===== config.mk =====
export PLATFORM = sky130hd
export DESIGN_NAME = pattern_trigger
export DESIGN_NICKNAME = d
export VERILOG_FILES = /design/src/rtl/pattern_trigger_pkg.sv /design/src/rtl/pattern_trigger_datapath.sv /design/src/rtl/pattern_trigger_control.sv /design/src/rtl/pattern_trigger.sv
export SDC_FILE = /design/constraint.sdc
export NUM_CORES = 1
export LEC_CHECK = 0
export BUFFER_PORTS_ARGS = -buffer_cell sky130_fd_sc_hd__buf_2
export CAP_MARGIN = 20
export CORE_MARGIN = 8
export CORE_UTILIZATION = 30
export DETAILED_ROUTE_END_ITERATION = 7
export MAX_ROUTING_LAYER = met4
export PLACE_DENSITY = 0.62
export SLEW_MARGIN = 20
export SYNTH_ARGS = -nofsm -noshare
export SYNTH_HDL_FRONTEND = slang
export SYNTH_SLANG_ARGS = --single-unit

===== constraint.sdc =====
create_clock -name clk -period 1 [get_ports clk]
set_input_delay 0.05 -clock clk [delete_from_list [all_inputs] [get_ports clk]]
set_output_delay 0.05 -clock clk [all_outputs]
set_load 0.02 [all_outputs]

===== src/rtl/pattern_trigger_pkg.sv =====
package pattern_trigger_pkg;
  typedef struct packed {
    logic loadTrig;
    logic clearEdge;
  } trigStrobes_t;
endpackage


===== src/rtl/pattern_trigger_datapath.sv =====
module pattern_trigger_datapath
  import pattern_trigger_pkg::*;
#(
  parameter int NUM_CH   = 8,
  parameter int TRIG_CH  = 4,
  parameter logic [2*TRIG_CH-1:0] RESET_TRIG = 8'h0F
) (
  input  logic                  clk,
  input  logic                  rstN,
  input  trigStrobes_t          strobes,
  input  logic [2*TRIG_CH-1:0]  cfgByte,
  input  logic [NUM_CH-1:0]     channels,
  output logic                  match
);
  localparam int BYTE_W = 2 * TRIG_CH;

  logic [BYTE_W-1:0]  trigReg;
  logic [NUM_CH-1:0]  chanReg;
  logic [TRIG_CH-1:0] maskNib;
  logic [TRIG_CH-1:0] cmpNib;
  logic [TRIG_CH-1:0] gated;

  always_ff @(posedge clk) begin
    if (!rstN) begin
      trigReg <= RESET_TRIG;
      chanReg <= '0;
    end else begin
      chanReg <= channels;
      if (strobes.loadTrig) trigReg <= cfgByte;
    end
  end

  assign maskNib = trigReg[BYTE_W-1:TRIG_CH];
  assign cmpNib  = trigReg[TRIG_CH-1:0];

  // Channel i maps to nibble bit TRIG_CH-1-i (first channel on the MSB).
  for (genvar i = 0; i < TRIG_CH; i++) begin : g_gate
    assign gated[TRIG_CH-1-i] = chanReg[i] & maskNib[TRIG_CH-1-i];
  end

  assign match = (gated == cmpNib);

  // compare bits outside the mask can never be met
  assert_impossible_R5: assert property (@(posedge clk) disable iff (!rstN)
    ((cmpNib & ~maskNib) != '0) |-> !match);

  // a load strobe makes the next compare nibble equal the written one
  assert_load_R2: assert property (@(posedge clk) disable iff (!rstN)
    strobes.loadTrig |=> (cmpNib == $past(cfgByte[TRIG_CH-1:0])));
endmodule


===== src/rtl/pattern_trigger_control.sv =====
module pattern_trigger_control
  import pattern_trigger_pkg::*;
(
  input  logic         clk,
  input  logic         rstN,
  input  logic         hostClear,
  input  logic         cfgWrite,
  input  logic         startFlag,
  input  logic         matchIn,
  output trigStrobes_t strobes,
  output logic         tripped
);
  logic matchPrev;
  logic matchRise;

  assign strobes.loadTrig  = cfgWrite;
  assign strobes.clearEdge = hostClear;
  assign matchRise = matchIn & ~matchPrev;

  always_ff @(posedge clk) begin
    if (!rstN || hostClear) begin
      matchPrev <= 1'b0;
      tripped   <= 1'b0;
    end else begin
      matchPrev <= matchIn;
      if (matchRise) tripped <= startFlag;
    end
  end

  // a fresh match edge captures the start level
  assert_capture_R7: assert property (@(posedge clk) disable iff (!rstN)
    (!hostClear && matchIn && !matchPrev) |=> (tripped == $past(startFlag)));

  // without an edge or clear, the flag holds
  assert_hold_R8: assert property (@(posedge clk) disable iff (!rstN)
    (!hostClear && !(matchIn && !matchPrev)) |=> $stable(tripped));

  // clear forces the flag low
  assert_clear_R10: assert property (@(posedge clk) disable iff (!rstN)
    hostClear |=> !tripped);

  // a tripped flag can only rise with the match high
  assert_rise_needs_match_R9: assert property (@(posedge clk) disable iff (!rstN)
    $rose(tripped) |-> $past(matchIn));
endmodule


===== src/rtl/pattern_trigger.sv =====
module pattern_trigger
  import pattern_trigger_pkg::*;
#(
  parameter int NUM_CH  = 8,
  parameter int TRIG_CH = 4
) (
  input  logic                 clk,
  input  logic                 rstN,
  input  logic                 hostClear,
  input  logic                 cfgWrite,
  input  logic [2*TRIG_CH-1:0] cfgByte,
  input  logic                 startFlag,
  input  logic [NUM_CH-1:0]    channels,
  output logic                 matchLevel,
  output logic                 tripped
);
  localparam logic [2*TRIG_CH-1:0] RESET_TRIG = {{TRIG_CH{1'b0}}, {TRIG_CH{1'b1}}};

  trigStrobes_t strobes;
  logic         match;

  pattern_trigger_control i_control (
    .clk       (clk),
    .rstN      (rstN),
    .hostClear (hostClear),
    .cfgWrite  (cfgWrite),
    .startFlag (startFlag),
    .matchIn   (match),
    .strobes   (strobes),
    .tripped   (tripped)
  );

  pattern_trigger_datapath #(
    .NUM_CH     (NUM_CH),
    .TRIG_CH    (TRIG_CH),
    .RESET_TRIG (RESET_TRIG)
  ) i_datapath (
    .clk      (clk),
    .rstN     (rstN),
    .strobes  (strobes),
    .cfgByte  (cfgByte),
    .channels (channels),
    .match    (match)
  );

  assign matchLevel = match;
endmodule


==> impl_metrics.json, run 1 <==
{
  "outcome": "complete, but fails checks",
  "violations": "negative setup slack",
  "final_cell_mix": "buf_2, mux2i_1, dlygate4sd3_1, dfxtp_1",
  "synth_seq_cells": 14,
  "final_max_slew_viol_count": 0,
  "clk_path_buf_depth": 2,
  "dp_hpwl_um": 834,
  "cts_setup_buffers": 0,
  "critical-path-max-stage-delay_ns": 0.32,
  "io_pins": 23,
  "nets": 101,
  "worstHoldStart": "cfgByte[4]",
  "first_iter_violations": 0,
  "synth.area.mux_share": 0.166,
  "grt_pass1_wl_mm": 1.82,
  "fin_ws_ns": -0.288,
  "worstSkewPairLatency_ns": 0.28,
  "fmax_ghz": 0.776,
  "grt_pass1_vias": 470,
  "antenna_found_initial": 0,
  "post-route-period-util": 1.29,
  "totalPowerFinal_mw": 1.13,
  "seqPwrFrac": 0.537,
  "cp-start-kind": "flip-flop",
  "tightestPinTransition_ns": 0.238,
  "power_per_cell_area_nw_per_um2": 1410,
  "viasPerCell": 4.19,
  "final_area_um2": 797,
  "drc": 0,
  "path_common_cell": "and3_4",
  "syn_to_final_growth_pct": 46.4,
  "vias": 436,
  "synth_top_family_by_area": "simple AND/OR/NAND/NOR gates",
  "coreArea_um2": 1710,
  "utilization": 0.467,
  "crit_path_end_kind": "output pin",
  "min_period_ns": 1.29,
  "rows": 15,
  "cts.sinks": 14,
  "yosysTopAreaCell": "dfxtp_1",
  "yosysTopAreaCellShare": 0.515,
  "worstReg2RegStart": "i_datapath.chanReg[0]",
  "hold_viol": 0,
  "cts_tree": "built",
  "synth-compound-area-share": 0.0345,
  "p_sw_mw": 0.239,
  "hold_class": "in -> reg",
  "track_usage": 0.0713,
  "fp.dieW_um": 58.6,
  "reg2reg_to": "i_control.matchPrev",
  "criticalPathCategory": "reg -> out",
  "yosys-top-cells-area": "dfxtp_1, mux2i_1, and2_1",
  "wl_per_cell_um": 11.2,
  "holdPathStages": 3,
  "yosys.area_share.simple": 0.237,
  "cp_slowest_cell": "dfxtp_2",
  "crit_arrival_ns": 1.24,
  "path_clk_slew_ns": 0.09,
  "portBuffers": 18,
  "worstPathRequired_ns": 0.95,
  "synth_nets": 72,
  "drt_wl_total_mm": 1.16,
  "max_cap_violations": 0,
  "cts_made_buffers": 3,
  "leakage_nw": 0.371,
  "ys_seq_area_frac": 0.515,
  "combPwrFrac": 0.108,
  "rsz0062_at_grt": "yes",
  "finalSetupViolCount": 3,
  "syn_area_um2": 544,
  "die_area_um2": 3430,
  "p_int_mw": 0.887,
  "cp_max_fo": 2,
  "reg2reg_slack_ns": -0.09,
  "final_layout_size_suffix_gt1_frac": 0.392,
  "synthCells": 51,
  "place_area_um2": 657,
  "cp_cell_sequence": "and3_4 -> o22a_1 -> and3_4 -> buf_6",
  "clockPowerShare": 0.355,
  "switching_share": 0.212,
  "synth_xor_area_frac": 0.0322,
  "mostFrequentLayoutCell": "buf_2",
  "critPathLaunch": "i_datapath.chanReg[0]",
  "grt.overflow.total": 0,
  "diodes": 0,
  "min_to": "i_datapath.trigReg[4]",
  "grt_max_degree": 16,
  "relSlewSlack": 0.841,
  "reg2reg_depth": 4,
  "synth_fa_ha_area_frac": 0,
  "yosysUniqueCellTypes": 15,
  "initial_core_util": 0.319,
  "drt_first_pass_iters": 1,
  "ys_warn_count": 0,
  "avgSynthCellArea_um2": 10.7,
  "post-place-ws_ns": -0.0942,
  "fin_hold_ws_ns": 0.0221,
  "ant_nets": 0,
  "peakVddDrop_v": 0.000608,
  "clockRootBuffer": "clkbuf_4",
  "fin_skew_ns": 0.0103,
  "gp_congestion": 0.627,
  "fp.dieH_um": 58.6,
  "cts-htree-levels": 1
}
-- worst max-delay path by stage --
stage	endpoint	slack (ns)	cells after the start
3_3_place_gp	i_control.matchPrev	-0.08	4
2_1_floorplan	i_control.matchPrev	-0.1	4
3_5_place_dp	i_control.matchPrev	-0.09	4
5_1_grt	matchLevel	-0.33	4
4_1_cts	matchLevel	-0.30	4
6_report	matchLevel	-0.29	4
-- cells by family (layout without fill, tap and decap cells) --
| group | Yosys count | after routing |
|---|---|---|
| compound gates | 3 | 3 |
| xor+xnor | 2 | 2 |
| buf+inv | 2 | 30 |
| flops | 14 | 14 |
| mux | 9 | 9 |
| simple gates | 21 | 21 |
-- synthesized netlist by cell type (all sizes together) --
master / count
dfxtp: 14
nand2: 6
and3b: 1
nand3b: 2
xor2: 2
and3: 3
o22a: 1
a21oi: 2
nand4b: 1
clkbuf: 1
mux2i: 9
buf: 1
nor2b: 4
and2: 4
-- state kept, by name (all words and copies together) (netlist names) --
register,flops
i_control.matchPrev,1
i_control.tripped,1
i_datapath.chanReg,4
i_datapath.trigReg,8
-- repair_timing --
item / 4_1_cts / 5_1_grt
hold buffers: 8 / 0
pin swaps: 1 / 0
resized for setup: 6 / 4
endpoints found under the hold margin: 8 / 0
endpoints found under the setup margin: 3 / 3
-- power by group through the flow --
stage | clock network [mW] | logic (mW) | registers (mW)
after floorplan | 0 | 0.0592 | 0.609
after global placement | 0 | 0.0962 | 0.612
after detailed placement | 0 | 0.0979 | 0.613
after CTS | 0.408 | 0.122 | 0.601
after global routing | 0.447 | 0.135 | 0.608
final | 0.400 | 0.122 | 0.604
-- final cells by class --
class / instances / area (um^2)
flip-flops and latches: 14 / 288
well taps: 25 / 31.3
multi-input cells: 35 / 265
fillers: 166 / 911
repair buffers: 26 / 176
clock buffers: 4 / 36.3
-- through the flow --
step | setup TNS (ns) | instances
after floorplan | -0.0973 | 51
after global placement | -0.140 | 92
after detailed placement | -0.201 | 92
after CTS | -0.467 | 104
after global routing | -0.546 | 104
final | -0.429 | 104
-- per-layer routing --
layer / GRT usage / vias up / share of wire
li1: - / 228 / -
met1: 0.0649 / 197 / 0.39
met2: 0.129 / 9 / 0.57
met3: 0.0217 / 2 / 0.036
met4: 0.0410 / 0 / 0.0077
met5: - / - / 0
-- critical path, delay by kind of cell, from the launching register on --
family | cells | cell delay (ns)
DFF | 1 | 0.32
and+or+nand+nor | 2 | 0.31
AOI/OAI and AO/OA | 1 | 0.20
buffers and inverters | 1 | 0.12
Note: power is estimated with default switching activity, not from simulation.
==> run 2: changes to the inputs <==
Settings changed: BUFFER_PORTS_ARGS -buffer_cell sky130_fd_sc_hd__buf_2 to default, DONT_BUFFER_PORTS from default to 1, PLACE_DENSITY 0.62 to 0.5.
Clock period 1 ns to 1.3 ns, I/O delays scaled along.
==> impl_metrics.json, run 2 (synthesized netlist as in run 1, its figures left out) <==
{
  "outcome": "finished, final reports clean",
  "cts_made_buffers": 3,
  "fmax_ghz": 0.812,
  "worstReg2RegStart": "i_datapath.trigReg[2]",
  "relSlewSlack": 0.697,
  "drt_wl_total_mm": 1.21,
  "grt_pass1_vias": 494,
  "clk_path_buf_depth": 2,
  "coreArea_um2": 1710,
  "top_regs": "i_datapath.trigReg (8), i_datapath.chanReg (4)",
  "worstSkewPairLatency_ns": 0.27,
  "crit_cells": 3,
  "cp-start-kind": "flip-flop",
  "criticalPathCategory": "reg -> out",
  "initial_core_util": 0.319,
  "max_cap_violations": 0,
  "crit_arrival_ns": 1.17,
  "io_pins": 23,
  "clockPowerShare": 0.353,
  "min_period_ns": 1.23,
  "reg2reg_depth": 3,
  "peakVddDrop_v": 0.000614,
  "cp_cell_sequence": "and3_1 -> o22a_1 -> and3_4",
  "tightestPinTransition_ns": 0.453,
  "post-route-period-util": 0.948,
  "antenna_found_initial": 0,
  "die_area_um2": 3430,
  "grt_pass1_wl_mm": 2.18,
  "track_usage": 0.0859,
  "crit_family": "simple AND/OR/NAND/NOR gates",
  "clockRootBuffer": "clkbuf_4",
  "rows": 15,
  "p_sw_mw": 0.184,
  "drc": 0,
  "nets": 98,
  "cp_slowest_cell": "dfxtp_2",
  "cts_tree": "built",
  "cts.sinks": 14,
  "path_clk_slew_ns": 0.09,
  "leakage_nw": 0.363,
  "p_int_mw": 0.702,
  "finalSetupViolCount": 0,
  "cp_num_buf_inv": 0,
  "hold_viol": 0,
  "seqPwrFrac": 0.522,
  "drt_first_pass_iters": 3,
  "final_layout_size_suffix_gt1_frac": 0.118,
  "grt_max_degree": 16,
  "fp.dieW_um": 58.6,
  "switching_share": 0.207,
  "fin_skew_ns": 0.00167,
  "worstPathRequired_ns": 1.24,
  "top_register": "i_datapath.trigReg",
  "viasPerCell": 4.48,
  "cts-htree-levels": 1,
  "grt.overflow.total": 0,
  "reg2reg_to": "i_datapath.trigReg[2]",
  "critPathLaunch": "i_datapath.chanReg[0]",
  "hold_class": "in -> reg",
  "syn_to_final_growth_pct": 54.0,
  "vias": 452,
  "critical-path-max-stage-delay_ns": 0.32,
  "final_max_slew_viol_count": 0,
  "wl_per_cell_um": 12.0,
  "power_per_cell_area_nw_per_um2": 1060,
  "fp.dieH_um": 58.6,
  "dp_cells": 74,
  "ant_nets": 0,
  "finalNonFillerCells": 101,
  "diodes": 0,
  "cp_max_fo": 2,
  "combPwrFrac": 0.126,
  "largest_reg_flops": 8,
  "gp_congestion": 0.581,
  "portBuffers": 0,
  "rsz0062_at_grt": "no",
  "first_iter_violations": 1,
  "final_cell_mix": "dlygate4sd3_1, dfxtp_1, mux2i_1",
  "crit_path_end": "matchLevel",
  "reg2reg_slack_ns": 0.12,
  "mostFrequentLayoutCell": "dlygate4sd3_1",
  "crit_path_end_kind": "output pin",
  "fin_tns_setup_ns": 0,
  "cts_setup_buffers": 0
}
-- run 2: cell count changes in the layout (fill, tap and decap cells not counted) --
cell	change
dfxtp_2	-2
dfxtp_1	+2
buf_2	-17
dlygate4sd3_1	+15
buf_6	-1
and3_4	-2
and3_1	+2
-- run 2: through the flow --
step | utilization | power, mW | hold slack [ns] | instance area [um^2] | setup slack (ns)
floorplan | - | 0.514 | 0.192 | 544 | 0.200
global placement | 0.332 | 0.511 | 0.130 | 567 | 0.146
detailed placement | 0.332 | 0.512 | 0.132 | 567 | 0.147
CTS | 0.488 | 0.897 | 0.423 | 833 | 0.0390
global route | 0.491 | 0.930 | 0.428 | 838 | 0.000903
finish | 0.491 | 0.886 | 0.437 | 838 | 0.0679
-- run 2: cell type report --
cell class,instances,area [um^2]
sequential,14,285
multi-input combinational,35,255
tap,25,31.3
fill,175,870
clock buffer,4,36.3
timing repair buffer,23,230
-- run 2: worst min path at each step --
stage | start | slack (ns) | endpoint | cells past startpoint
finish | channels[3] | 0.44 | i_datapath.chanReg[3] | 2
global route | channels[1] | 0.43 | i_datapath.chanReg[1] | 2
CTS | channels[3] | 0.42 | i_datapath.chanReg[3] | 2
detailed placement | rstN | 0.13 | i_datapath.trigReg[0] | 1
global placement | rstN | 0.13 | i_datapath.trigReg[1] | 1
floorplan | channels[0] | 0.19 | i_datapath.chanReg[0] | 1
-- run 2: what timing repair did --
action / 4_1_cts / 5_1_grt
hold buffers: 23 / 0
resized for setup: 0 / 4
hold endpoints to repair: 14 / 0
setup endpoints to repair: 0 / 1
-- run 2: power groups by stage --
stage          Combinational (mW)  Clock, mW  Sequential [mW]
3_3_place_gp               0.0402          0            0.471
2_1_floorplan              0.0456          0            0.468
3_5_place_dp               0.0408          0            0.471
5_1_grt                     0.123      0.341            0.466
6_report                    0.111      0.312            0.462
4_1_cts                     0.111      0.325            0.461
-- run 2: layer usage --
layer	up-vias	track usage	part of all wire
met1	218	0.0886	0.40
li1	225	-	-
met5	-	-	0
met2	7	0.139	0.54
met4	0	0.0614	0.0099
met3	2	0.0239	0.042
